### src/rtl/ones_mod_pkg.sv
// Package: shared cell kinds and Brent-Kung topology functions for the
// modulo 2^n-1 adder. Assumes widths of 2..32 bits.
package ones_mod_pkg;

    // Kind of prefix cell placed at one tree node.
    typedef enum logic [1:0] {
        CELL_BUF   = 2'd0,
        CELL_GRAY  = 2'd1,
        CELL_BLACK = 2'd2
    } cell_kind_e;

    // Node i combines in the up-sweep at level l when i+1 is a multiple of 2^(l+1).
    function automatic bit bk_up_node(input int i, input int l);
        return ((i + 1) % (1 << (l + 1))) == 0;
    endfunction

    // Node i combines in the down-sweep at level l when i+1 = m*2^(l+1)+2^l, m >= 1.
    function automatic bit bk_down_node(input int i, input int l);
        return ((i + 1) > (1 << (l + 1))) &&
               (((i + 1) % (1 << (l + 1))) == (1 << l));
    endfunction

endpackage

### src/rtl/ones_mod_prep.sv
// Module: bitwise preprocessing. Forms generate (AND) and propagate (XOR)
// per bit position. Pure combinational; no assumptions on operand range.
module ones_mod_prep #(
    parameter int N = 8
) (
    input  logic [N-1:0] a_i,
    input  logic [N-1:0] b_i,
    output logic [N-1:0] gen_o,
    output logic [N-1:0] prop_o
);
    // Per-bit generate and propagate.
    always_comb begin
        gen_o  = a_i & b_i;
        prop_o = a_i ^ b_i;
    end
endmodule

### src/rtl/ones_mod_cell.sv
// Module: one prefix cell. KIND selects black (generate and propagate),
// gray (generate only, propagate forwarded from the upper input) or buffer
// (upper input passed through). Assumes hi covers bits above lo.
module ones_mod_cell
    import ones_mod_pkg::*;
#(
    parameter cell_kind_e KIND = CELL_BLACK
) (
    input  logic g_hi_i,
    input  logic p_hi_i,
    input  logic g_lo_i,
    input  logic p_lo_i,
    output logic g_o,
    output logic p_o
);
    generate
        if (KIND == CELL_BLACK) begin : g_black
            // Combine both group signals.
            always_comb begin
                g_o = g_hi_i | (p_hi_i & g_lo_i);
                p_o = p_hi_i & p_lo_i;
            end
        end else if (KIND == CELL_GRAY) begin : g_gray
            // Combine generate only; propagate output is not a group value.
            always_comb begin
                g_o = g_hi_i | (p_hi_i & g_lo_i);
                p_o = p_hi_i | p_lo_i;
            end
        end else begin : g_buf
            // Pass the upper node through; lower node is ignored.
            always_comb begin
                g_o = g_hi_i | (1'b0 & g_lo_i);
                p_o = p_hi_i | (1'b0 & p_lo_i);
            end
        end
    endgenerate
endmodule

### src/rtl/ones_mod_bk_tree.sv
// Module: Brent-Kung prefix carry tree over N bits. Up-sweep over powers of
// two, then a down-sweep fills the remaining prefixes. Produces G[i:0] for
// every i and the full-width group propagate P[N-1:0]. Nodes with no
// partner at a stage are buffer cells. Black cells everywhere except the
// last down-sweep level, where only the top node stays black so that its
// propagate is a true full-width group value. Assumes 2 <= N <= 32.
module ones_mod_bk_tree
    import ones_mod_pkg::*;
#(
    parameter int N = 8
) (
    input  logic [N-1:0] gen_i,
    input  logic [N-1:0] prop_i,
    output logic [N-1:0] grp_g_o,
    output logic         grp_p_all_o
);
    localparam int LVL = $clog2(N);
    localparam int NST = 2 * LVL - 1;

    logic [N-1:0] gs [0:NST];
    logic [N-1:0] ps [0:NST];

    // Stage zero is the bitwise preprocessing result.
    always_comb begin
        gs[0] = gen_i;
        ps[0] = prop_i;
    end

    for (genvar s = 1; s <= NST; s++) begin : g_stage
        localparam bit IS_UP = (s <= LVL);
        localparam int L     = IS_UP ? (s - 1) : (2 * LVL - 1 - s);
        localparam int DIST  = 1 << L;
        for (genvar i = 0; i < N; i++) begin : g_node
            localparam bit ACT = IS_UP ? bk_up_node(i, L) : bk_down_node(i, L);
            localparam int LO  = (ACT && i >= DIST) ? (i - DIST) : i;
            localparam cell_kind_e KIND =
                !ACT ? CELL_BUF :
                (!IS_UP && L == 0 && i != N - 1) ? CELL_GRAY : CELL_BLACK;
            ones_mod_cell #(.KIND(KIND)) u_cell (
                .g_hi_i (gs[s-1][i]),
                .p_hi_i (ps[s-1][i]),
                .g_lo_i (gs[s-1][LO]),
                .p_lo_i (ps[s-1][LO]),
                .g_o    (gs[s][i]),
                .p_o    (ps[s][i])
            );
        end
    end

    // Publish group generates and the full-width group propagate.
    always_comb begin
        grp_g_o     = gs[NST];
        grp_p_all_o = ps[NST][N-1];
    end
endmodule

### src/rtl/ones_mod_excess1.sv
// Module: excess-one unit. Adds one to the first-stage sum through an
// AND-prefix of its bits toggled by XOR, then a 2:1 mux picks the plain or
// incremented sum under inc_i. The all-ones sum increments to zero.
module ones_mod_excess1 #(
    parameter int N = 8
) (
    input  logic [N-1:0] sum_i,
    input  logic         inc_i,
    output logic [N-1:0] sum_o
);
    logic [N-1:0] ones_below;
    logic [N-1:0] sum_plus;

    // Running AND of lower sum bits: toggle mask for the increment.
    always_comb begin
        ones_below[0] = 1'b1;
        for (int k = 1; k < N; k++) begin
            ones_below[k] = ones_below[k-1] & sum_i[k-1];
        end
    end

    // Increment and select.
    always_comb begin
        sum_plus = sum_i ^ ones_below;
        sum_o    = inc_i ? sum_plus : sum_i;
    end
endmodule

### src/rtl/ones_mod_adder.sv
// Module: top of the modulo 2^n-1 adder. Operands must lie in 0..2^N-2.
// The end-around carry is applied by the excess-one unit whenever the full
// group generate or full group propagate is set, so zero leaves as all zeros.
module ones_mod_adder #(
    parameter int N = 8
) (
    input  logic [N-1:0] a_i,
    input  logic [N-1:0] b_i,
    output logic [N-1:0] sum_o
);
    logic [N-1:0] gen_w;
    logic [N-1:0] prop_w;
    logic [N-1:0] grp_g;
    logic         grp_p_all;
    logic [N-1:0] carry_in;
    logic [N-1:0] raw_sum;
    logic         inc_sel;

    ones_mod_prep #(.N(N)) u_prep (
        .a_i    (a_i),
        .b_i    (b_i),
        .gen_o  (gen_w),
        .prop_o (prop_w)
    );

    ones_mod_bk_tree #(.N(N)) u_tree (
        .gen_i       (gen_w),
        .prop_i      (prop_w),
        .grp_g_o     (grp_g),
        .grp_p_all_o (grp_p_all)
    );

    // Carry into each bit from the prefix below it; carry-in of bit 0 is zero.
    always_comb begin
        carry_in = {grp_g[N-2:0], 1'b0};
        raw_sum  = prop_w ^ carry_in;
    end

    // Increment when the sum overflows 2^N or equals 2^N-1.
    always_comb begin
        inc_sel = grp_g[N-1] | grp_p_all;
    end

    ones_mod_excess1 #(.N(N)) u_inc (
        .sum_i (raw_sum),
        .inc_i (inc_sel),
        .sum_o (sum_o)
    );
endmodule

### config.mk
export PLATFORM = sky130hd
export DESIGN_NAME = ones_mod_adder
export DESIGN_NICKNAME = d
export VERILOG_FILES = /design/src/rtl/ones_mod_pkg.sv /design/src/rtl/ones_mod_prep.sv /design/src/rtl/ones_mod_cell.sv /design/src/rtl/ones_mod_bk_tree.sv /design/src/rtl/ones_mod_excess1.sv /design/src/rtl/ones_mod_adder.sv
export SDC_FILE = /design/constraint.sdc
export NUM_CORES = 1
export LEC_CHECK = 0
export BUFFER_PORTS_ARGS = -buffer_cell sky130_fd_sc_hd__buf_4
export CAP_MARGIN = 20
export CORE_AREA = 2 2 39 41
export DETAILED_ROUTE_END_ITERATION = 7
export DIE_AREA = 0 0 41 43
export PLACE_DENSITY_LB_ADDON = 0.2
export SLEW_MARGIN = 20
export SYNTH_ARGS = -nofsm -noshare
export SYNTH_HDL_FRONTEND = slang
export SYNTH_SLANG_ARGS = --single-unit
### constraint.sdc
create_clock -name vclk -period 3.2
set_clock_uncertainty 0.05 [all_clocks]
set_input_delay 0.64 -clock vclk [all_inputs]
set_output_delay 0.64 -clock vclk [all_outputs]
set_load 0.02 [all_outputs]
======== After elaboration in Yosys (flattened, before gate mapping) ========
Index checks and enable logic that the tools add are counted.
cells by class
  add/sub/neg operators ................... 0
  $mul .................................... 0
  divide/modulo/power cells ............... 0
  $lt $le $gt $ge ......................... 0
  equal/unequal tests ..................... 0
  shifts and indexed selects .............. 0
  multiplexer cells ....................... 1
  bitwise logic cells ..................... 40
  reductions and logical operators ........ 0
operator list
  kind           number
  $and A1 B1 Y1  24
  $xor A8 B8 Y8  3
  $or A1 B1 Y1   12
  $and A8 B8 Y8  1
  $mux W8        1
word-level totals
  register bits ........................... 0
  latch bits .............................. 0
  bits in writable memories ............... 0
  memory bits (read-only) ................. 0
  bits of input ports ..................... 16
  output and inout port bits .............. 8
  word-level logic and storage cells ...... 41
  memories ................................ 0

======== Depth between registers and ports, before layout ========
Gate-level depths: netlist of run 1.
  depth in word-level cells ............... 18
  depth in mapped cells ................... 12
  depth with buffers taken out ............ 12

======== Modules after synthesis ========
From an unflattened synthesis of run 1, not the netlist that was laid out.
second synthesis, totals
  cell total of the unflattened synthesis .. 120
  area total of the unflattened synthesis .. 1026.0 um^2
by module, submodules not included
  module            times used  cells each  area each (um^2)
  ones_mod_cell     40          2           15.0
  ones_mod_excess1  1           16          197.7
  ones_mod_prep     1           8           100.1
  ones_mod_adder    1           8           67.6
  ones_mod_bk_tree  1           8           60.1

======== Worst setup path before layout of run 1 ========
No wires, ideal clock.
  kind .................................... input -> output
  start ................................... in a_i[0]
  end ..................................... out sum_o[7]
  arrival time ............................ 2887 ps
  path slack .............................. -377 ps
  stages .................................. 12
  path buffers ............................ 0
  cell sequence ........................... ha_1 -> fa_1 -> inv_1 -> fa_1 -> inv_1 -> ha_1 -> ha_1 -> ha_1 -> ha_1 -> ha_1 -> o21ai_0 -> xnor2_1
on the way
  longest elaborated chain between the ends .. 12
  elaborated cells between the ends (all ways) .. 29
  classes of those cells .................. mux (1); bitwise (28)
ends and longest elaborated chain
  element                                                RTL line                                      source
  start: declaration                                     ones_mod_adder.sv:7                           input logic [N-1:0] a_i,
  $and A8 B8 Y8                                          ones_mod_prep.sv:13                           gen_o = a_i & b_i;
  $and A1 B1 Y1                                          ones_mod_cell.sv:20                           g_o = g_hi_i | (p_hi_i & g_lo_i);
  $or A1 B1 Y1                                           ones_mod_cell.sv:20
  $and A1 B1 Y1 (on tied branches)                       ones_mod_cell.sv:20, ones_mod_cell.sv:26
  $or A1 B1 Y1 (on tied branches)                        ones_mod_cell.sv:20, ones_mod_cell.sv:26
  $and A1 B1 Y1, or another cell as far along            ones_mod_cell.sv:20
  $or A1 B1 Y1, or another cell as far along             ones_mod_cell.sv:20
  $and A1 B1 Y1, or another cell as far along            ones_mod_cell.sv:26                           g_o = g_hi_i | (p_hi_i & g_lo_i);
  $or A1 B1 Y1 / $and A1 B1 Y1 (equally long branches)   ones_mod_cell.sv:26, ones_mod_excess1.sv:18
  $xor A8 B8 Y8 / $and A1 B1 Y1 (equally long branches)  ones_mod_adder.sv:36, ones_mod_excess1.sv:18
  $xor A8 B8 Y8                                          ones_mod_excess1.sv:24                        sum_plus = sum_i ^ ones_below;
  $mux W8 (*)                                            ones_mod_excess1.sv:25                        sum_o = inc_i ? sum_plus : sum_i;
  end: declaration                                       ones_mod_adder.sv:9                           output logic [N-1:0] sum_o
Every way passes the cells marked *; elsewhere a longest branch is shown, timed or not.

======== Worst setup path after layout of run 1 ========
  start ................................... in b_i[0]
  end ..................................... out sum_o[6]
on the way
  longest elaborated chain between the ends .. 11
  elaborated cells between the ends (all ways) .. 26
  classes of those cells .................. mux (1); bitwise (25)
ends and longest elaborated chain
  element                                                RTL line                                      source
  start: declaration                                     ones_mod_adder.sv:8                           input logic [N-1:0] b_i,
  $and A8 B8 Y8                                          ones_mod_prep.sv:13
  $and A1 B1 Y1                                          ones_mod_cell.sv:20
  $or A1 B1 Y1                                           ones_mod_cell.sv:20
  $and A1 B1 Y1 (on tied branches)                       ones_mod_cell.sv:26, ones_mod_cell.sv:20
  $or A1 B1 Y1 (on tied branches)                        ones_mod_cell.sv:26, ones_mod_cell.sv:20
  $xor A8 B8 Y8 / $and A1 B1 Y1 (equally long branches)  ones_mod_adder.sv:36, ones_mod_cell.sv:26
  $and A1 B1 Y1 / $or A1 B1 Y1 (equally long branches)   ones_mod_excess1.sv:18, ones_mod_cell.sv:26
  $and A1 B1 Y1 / $xor A8 B8 Y8 (equally long branches)  ones_mod_excess1.sv:18, ones_mod_adder.sv:36
  $and A1 B1 Y1                                          ones_mod_excess1.sv:18                        ones_below[k] = ones_below[k-1] & sum_i[k-1];
  $xor A8 B8 Y8                                          ones_mod_excess1.sv:24
  $mux W8 (*)                                            ones_mod_excess1.sv:25
Marks and branches as above.

==> impl_metrics.json, run 1 <==
{
  "slowest_stage": "fa_1",
  "synth_compound_area_share_pct": 12.6,
  "worst_pin_slew_ns": 0.286,
  "fin_ws_ns": -0.388,
  "seq_cell_count": 0,
  "io_buffers": 24,
  "crit_arrival_ns": 2.90,
  "overflow": 0,
  "initial_core_util_pct": 38.2,
  "timing.final.crit_period_ns": 3.59,
  "fmaxAchievable_mhz": 279,
  "rows": 14,
  "syn_avg_cell_area_um2": 10.4,
  "outcome": "complete, but fails checks",
  "synth_area_um2": 528,
  "crit_family": "adder cells",
  "fillers": 111,
  "grt_pass1_vias": 475,
  "critPathRequiredTime_ns": 2.51,
  "clkbuf_count": 0,
  "regArea_um2": 0,
  "gr-usage-met2_pct": 25.9,
  "cp-end-kind": "output pin",
  "vdd_drop_max_v": 0.000143,
  "finalMaxSlewViolations": 0,
  "yosys.area.top_type": "ha_1",
  "wl_um": 1120,
  "total_power_w": 0.000281,
  "vias_per_cell": 4.85,
  "yosys.area_share.xor_xnor_pct": 8.29,
  "ant_nets": 0,
  "period_share_pct": 112,
  "vias": 485,
  "dr.pass1.iters": 4,
  "startpoint_type": "input port",
  "n_antenna_cell": 0,
  "yosys-top-cells-count": "ha_1, inv_1, mux2_4",
  "synth_top_family_by_area": "adder cells",
  "cts_hold_buf": 0,
  "nNetsFinal": 120,
  "grt_use_total_pct": 14.8,
  "area_growth_syn_to_layout_pct": 74.6,
  "yosysMostFrequentCell": "ha_1",
  "synth.yosys.seq_area_share_pct": 0,
  "drive_gt1_share_pct": 67.9,
  "grt_max_degree": 8,
  "syn_inst": 51,
  "dpl_cell_area_um2": 867,
  "synth_simple_gate_area_share_pct": 8.77,
  "ys_warn_count": 0,
  "synthAdderAreaFrac_pct": 48.3,
  "worst-path-buf-inv": 4,
  "fp.dieArea_um2": 1760,
  "core_area_um2": 1380,
  "max_slew_margin_pct": 80.9,
  "synth_area_leaders": "ha_1, mux2_4, fa_1",
  "synth_fp_nets": 85,
  "multiInputGateArea_um2": 606,
  "grt_pass1_wl_um": 1880,
  "place_worst_setup_slack_ns": -0.534,
  "synth_top_area_share_pct": 33.2,
  "yosysUniqueCellTypes": 18,
  "drc": 0,
  "globalplace.congestion": 0.773,
  "dp_hpwl_um": 1050,
  "crit_top_cell": "ha_4",
  "final_area_um2": 922,
  "drtIter0Drc": 5,
  "antenna_found_initial": 0,
  "leakage_nw": 0.442,
  "slowest_delay_ns": 0.42,
  "wl_per_cell_um": 11.2,
  "io_pins": 24,
  "crit_type": "input port to output pin",
  "rsz0062_at_grt": "true",
  "timing.hold.ws_ns": 1.74,
  "crit_fanout": 2,
  "setup_viol": 5,
  "cap_violations": 0,
  "die_h_um": 43,
  "die_w_um": 41,
  "hold_violations": 0,
  "crit_chain": "buf_6 -> ha_4 -> fa_2 -> inv_2 -> fa_1 -> inv_2 -> ha_4 -> ha_4 -> ha_4 -> ha_4 -> ha_4 -> mux2_4 -> buf_6",
  "violations": "negative setup slack",
  "top_usage_layer": "met2",
  "setup_tns_ns": -1.07,
  "grtUsageMet3_pct": 0.524,
  "grt_util_met1_pct": 19.1,
  "hold_path_class": "input port to output pin",
  "power_density_nw_per_um2": 305,
  "synthMuxAreaShare_pct": 17.1
}
==> worst min-delay path: stages <==
cell	delay, ns
buf_6	0.07
ha_4	0.12
buf_4	0.11
xnor2_1	0.06
buf_4	0.15
==> report_power, final <==
group	switching (W)	total, W	internal, W
sequential	0	0	0
combinational	0.000126	0.000281	0.000155
clock	0	0	0
total	0.000126	0.000281	0.000155
==> final timing paths <==
path / end / cells past startpoint / startpoint
max: sum_o[6] / 13 / b_i[0]
min: sum_o[0] / 5 / a_i[0]
==> per-layer routing <==
| layer | vias up | part of all wire [%] |
|---|---|---|
| li1 | 245 | - |
| met2 | 8 | 57 |
| met4 | 0 | 0 |
| met3 | 0 | 2.1 |
| met5 | - | 0 |
| met1 | 232 | 41 |
==> layout make-up <==
type               count  share of cell area, %
inverters              7                   2.85
multi-input cells     44                   65.7
well taps             16                   2.17
repair buffers        33                   29.3
==> through the flow <==
| step | cells | util (%) |
|---|---|---|
| after floorplan | 51 | - |
| after global placement | 99 | 62.7 |
| after detailed placement | 99 | 62.7 |
| after CTS | 100 | 66.1 |
| after global routing | 100 | 66.6 |
| final | 100 | 66.6 |
==> cells by family after synthesis <==
| kind of cell | after synthesis |
|---|---|
| fa+ha+maj | 18 |
| compound gates | 8 |
| mux | 6 |
| xor+xnor | 5 |
| simple gates | 7 |
| buf+inv | 7 |
==> what timing repair did <==
item,4_1_cts,5_1_grt
gates cloned,0,0
setup buffers,1,0
endpoints found under the setup margin,6,5
resized for setup,9,3
pin swaps,7,0
==> layout by cell type (no fill, tap or decap), types with 2 or more instances in the layout <==
master   synthesis  layout
a21oi_1          2       2
buf_4            0      27
buf_6            0       6
fa_1             4       3
ha_1            14       8
ha_4             0       6
inv_1            7       4
inv_2            0       3
mux2_4           6       6
nand4_1          2       2
xnor2_1          4       2
xnor2_2          0       2
Note: power is estimated with default switching activity, not from simulation.
==> inputs of run 2 (changes only) <==
==> constraint.sdc (replaced) <==
create_clock -name vclk -period 3.2
set_clock_uncertainty 0.05 [all_clocks]
set_input_delay 0.16 -clock vclk [all_inputs]
set_output_delay 0.16 -clock vclk [all_outputs]
set_load 0.02 [all_outputs]
==> impl_metrics.json, run 2 (synthesized netlist as in run 1, its figures left out) <==
{
  "grt_pass1_vias": 423,
  "setup_viol": 0,
  "core_area_um2": 1380,
  "n_antenna_cell": 0,
  "worst_pin_slew_ns": 0.294,
  "rows": 14,
  "setup_tns_ns": 0,
  "leakage_nw": 0.386,
  "overflow": 0,
  "regArea_um2": 0,
  "vias_per_cell": 4.76,
  "grtUsageMet3_pct": 0,
  "cp-end-kind": "output pin",
  "ant_nets": 0,
  "globalplace.congestion": 0.803,
  "power_density_nw_per_um2": 300,
  "grt_pass1_wl_um": 1700,
  "grt_use_total_pct": 13.3,
  "hp-start": "b_i[0]",
  "wl_per_cell_um": 10.2,
  "cts_hold_buf": 0,
  "area_growth_syn_to_layout_pct": 37.9,
  "fp.dieArea_um2": 1760,
  "crit_arrival_ns": 2.66,
  "wl_um": 930,
  "antenna_found_initial": 0,
  "vias": 433,
  "gr-usage-met2_pct": 23.1,
  "final_cell_mix": "buf_4, ha_1, inv_1",
  "drtIter0Drc": 3,
  "seq_cell_count": 0,
  "cap_violations": 0,
  "place_worst_setup_slack_ns": 0.307,
  "vdd_drop_max_v": 0.000106,
  "io_buffers": 24,
  "hold_path_class": "input port to output pin",
  "period_share_pct": 89.6,
  "finalMaxSlewViolations": 0,
  "crit_type": "input port to output pin",
  "final_core_util_pct": 52.6,
  "io_pins": 24,
  "dpl_cell_area_um2": 728,
  "drc": 0,
  "holdPathStages": 4,
  "startpoint_type": "input port",
  "initial_core_util_pct": 38.2,
  "top_usage_layer": "met2",
  "fin_ws_ns": 0.333,
  "max_slew_margin_pct": 80.4,
  "rsz0062_at_grt": "false",
  "grt_max_degree": 8,
  "grt_util_met1_pct": 18.7,
  "die_w_um": 41,
  "timing.final.crit_period_ns": 2.87,
  "critPathRequiredTime_ns": 2.99,
  "final_area_um2": 728,
  "nNetsFinal": 111,
  "crit_fanout": 2,
  "clkbuf_count": 0,
  "fillers": 139,
  "final_common_cell": "buf_4",
  "die_h_um": 43,
  "post_cts_buffers": 0,
  "startpoint": "a_i[0]",
  "cts_resized": 0,
  "dp_hpwl_um": 888,
  "drive_gt1_share_pct": 46.7,
  "hold_violations": 0,
  "fmaxAchievable_mhz": 349,
  "dr.pass1.iters": 3,
  "outcome": "finished clean"
}
==> run 2: cell types whose count changed in the layout (fill, tap and decap cells not counted), sizes merged <==
cell  before  now
buf       33   24
==> run 2: path summary, 6_finish.rpt <==
kind	to
setup / recovery	sum_o[6]
hold / removal	sum_o[0]
==> run 2: metrics by stage <==
stage,power [W],std cells,hold WS (ns)
after global routing,0.000243,91,0.792
after global placement,0.000217,91,0.754
after floorplan,0.000146,51,0.586
final,0.000219,91,0.766
after detailed placement,0.000221,91,0.766
after CTS,0.000222,91,0.767
==> run 2: cell type report <==
| class | count | area [um^2] | share of cell area, % |
|---|---|---|---|
| timing repair buffer | 24 | 180 | 24.7 |
| inverter | 7 | 26.3 | 3.61 |
| tap | 16 | 20.0 | 2.75 |
| multi-input combinational | 44 | 502 | 68.9 |
==> run 2: critical path: stages <==
cell	delay, ns
buf_4	0.11
ha_1	0.20
fa_1	0.39
inv_1	0.08
fa_1	0.40
inv_1	0.08
ha_1	0.14
ha_1	0.15
ha_1	0.15
ha_1	0.16
ha_1	0.22
mux2_4	0.26
buf_4	0.15
==> run 2: power by group <==
part | switching [W] | leakage (nW) | internal, W
Clock | 0 | 0 | 0
Combinational | 0.000104 | 0.386 | 0.000114
Sequential | 0 | 0 | 0
==> run 2: routing by layer <==
| metal | part of all wire, % | routed length [um] | vias up |
|---|---|---|---|
| met2 | 52 | 486 | 8 |
| li1 | - | - | 228 |
| met1 | 45 | 419 | 197 |
| met4 | 0 | 0 | 0 |
| met5 | 0 | 0 | - |
| met3 | 2.6 | 24 | 0 |
==> inputs of run 3 (changes only) <==
--- a/config.mk
+++ b/config.mk
@@ -7,11 +7,12 @@
 export LEC_CHECK = 0
 export BUFFER_PORTS_ARGS = -buffer_cell sky130_fd_sc_hd__buf_4
 export CAP_MARGIN = 20
-export CORE_AREA = 2 2 39 41
+export CORE_MARGIN = 2
+export CORE_UTILIZATION = 52
 export DETAILED_ROUTE_END_ITERATION = 7
-export DIE_AREA = 0 0 41 43
 export PLACE_DENSITY_LB_ADDON = 0.2
 export SLEW_MARGIN = 20
 export SYNTH_ARGS = -nofsm -noshare
 export SYNTH_HDL_FRONTEND = slang
+export SYNTH_HIERARCHICAL = 1
 export SYNTH_SLANG_ARGS = --single-unit
==> impl_metrics.json, run 3 <==
{
  "outcome": "finished clean",
  "vias_per_cell": 4.72,
  "vdd_drop_max_v": 0.000112,
  "hold_path_class": "input port to output pin",
  "switching_power_w": 0.0000993,
  "internal-power_w": 0.000119,
  "cp_num_cells": 11,
  "top_usage_layer": "met2",
  "ys_warn_count": 6,
  "finalMaxSlewViolations": 0,
  "regArea_um2": 0,
  "slowest_delay_ns": 0.32,
  "globalplace.congestion": 0.725,
  "syn_inst": 103,
  "drive_gt1_share_pct": 54.8,
  "ant_nets": 0,
  "initial_core_util_pct": 54.0,
  "gr-usage-met2_pct": 14.1,
  "grt_use_total_pct": 7.92,
  "nNetsFinal": 105,
  "share_seq_of_total_power_pct": 0,
  "final_cell_mix": "buf_4, ha_1, xor2_1, a21o_1, and2_2",
  "die_w_um": 45.7,
  "rsz0062_at_grt": "false",
  "overflow": 0,
  "n_antenna_cell": 0,
  "grt_max_degree": 9,
  "drc": 0,
  "hold_violations": 0,
  "worst_pin_slew_ns": 0.479,
  "holdPathStages": 4,
  "antenna_found_initial": 0,
  "seq_cell_count": 0,
  "crit_family": "adder cells",
  "area_growth_syn_to_layout_pct": -23.0,
  "cts_resized": 0,
  "power_frac_comb_pct": 100.0,
  "io_buffers": 24,
  "cap_violations": 0,
  "synth_area_um2": 902,
  "drtIter0Drc": 0,
  "grtUsageMet3_pct": 0,
  "final_area_um2": 694,
  "rows": 15,
  "worst-path-buf-inv": 2,
  "die_h_um": 45.7,
  "crit_top_cell": "ha_1",
  "final_core_util_pct": 41.6,
  "fp.dieArea_um2": 2080,
  "cp-end-kind": "output pin",
  "grt_util_met1_pct": 11.3,
  "setup_tns_ns": 0,
  "post_cts_buffers": 0,
  "grt_pass1_vias": 337,
  "crit_fanout": 3,
  "dr.pass1.iters": 1,
  "total_power_w": 0.000218,
  "critPathRequiredTime_ns": 2.99,
  "core_area_um2": 1670,
  "setup_viol": 0,
  "timing.hold.ws_ns": 0.749,
  "crit_arrival_ns": 2.44,
  "dpl_cell_area_um2": 694,
  "grt_pass1_wl_um": 1300,
  "startpoint_type": "input port",
  "power_density_nw_per_um2": 314,
  "p_clk_share_pct": 0,
  "period_share_pct": 82.7,
  "wl_per_cell_um": 9.33,
  "slowest_stage": "ha_1",
  "leakage_nw": 0.431,
  "cts_hold_buf": 0,
  "final_common_cell": "buf_4",
  "syn_avg_cell_area_um2": 8.76,
  "wl_um": 840,
  "crit_chain": "buf_4 -> ha_1 -> a21o_1 -> a21o_2 -> xor2_1 -> ha_1 -> ha_1 -> ha_1 -> ha_1 -> mux2_4 -> buf_4",
  "crit_type": "input port to output pin",
  "vias": 425,
  "power.share.switching_pct": 45.5,
  "max_slew_margin_pct": 68.1,
  "timing.final.crit_period_ns": 2.65,
  "fmaxAchievable_mhz": 378,
  "io_pins": 24,
  "clkbuf_count": 0,
  "synth_fp_nets": 133
}
[run 3: path summary, 6_finish.rpt]
| kind | start | to | slack, ns |
|---|---|---|---|
| max | a_i[1] | sum_o[6] | 0.55 |
| min | b_i[0] | sum_o[0] | 0.75 |
[run 3: through the flow]
stage,instances,setup slack (ns)
CTS,90,0.530
floorplan,103,0.332
global placement,90,0.533
detailed placement,90,0.540
finish,90,0.554
global route,90,0.476
[run 3: area by class of cell]
class              instances  area, um^2
fillers                  174         976
repair buffers            24         180
multi-input cells         49         493
well taps                 17        21.3
[run 3: power by group through the flow]
stage	registers (W)	logic [W]	clock network [W]
2_1_floorplan	0	0.000227	0
3_3_place_gp	0	0.000220	0
3_5_place_dp	0	0.000221	0
4_1_cts	0	0.000222	0
5_1_grt	0	0.000241	0
6_report	0	0.000218	0
[run 3: routing by layer]
layer	vias up	share of wire, %
li1	228	-
met1	185	47
met2	12	46
met3	0	6.5
met4	0	0
met5	-	0
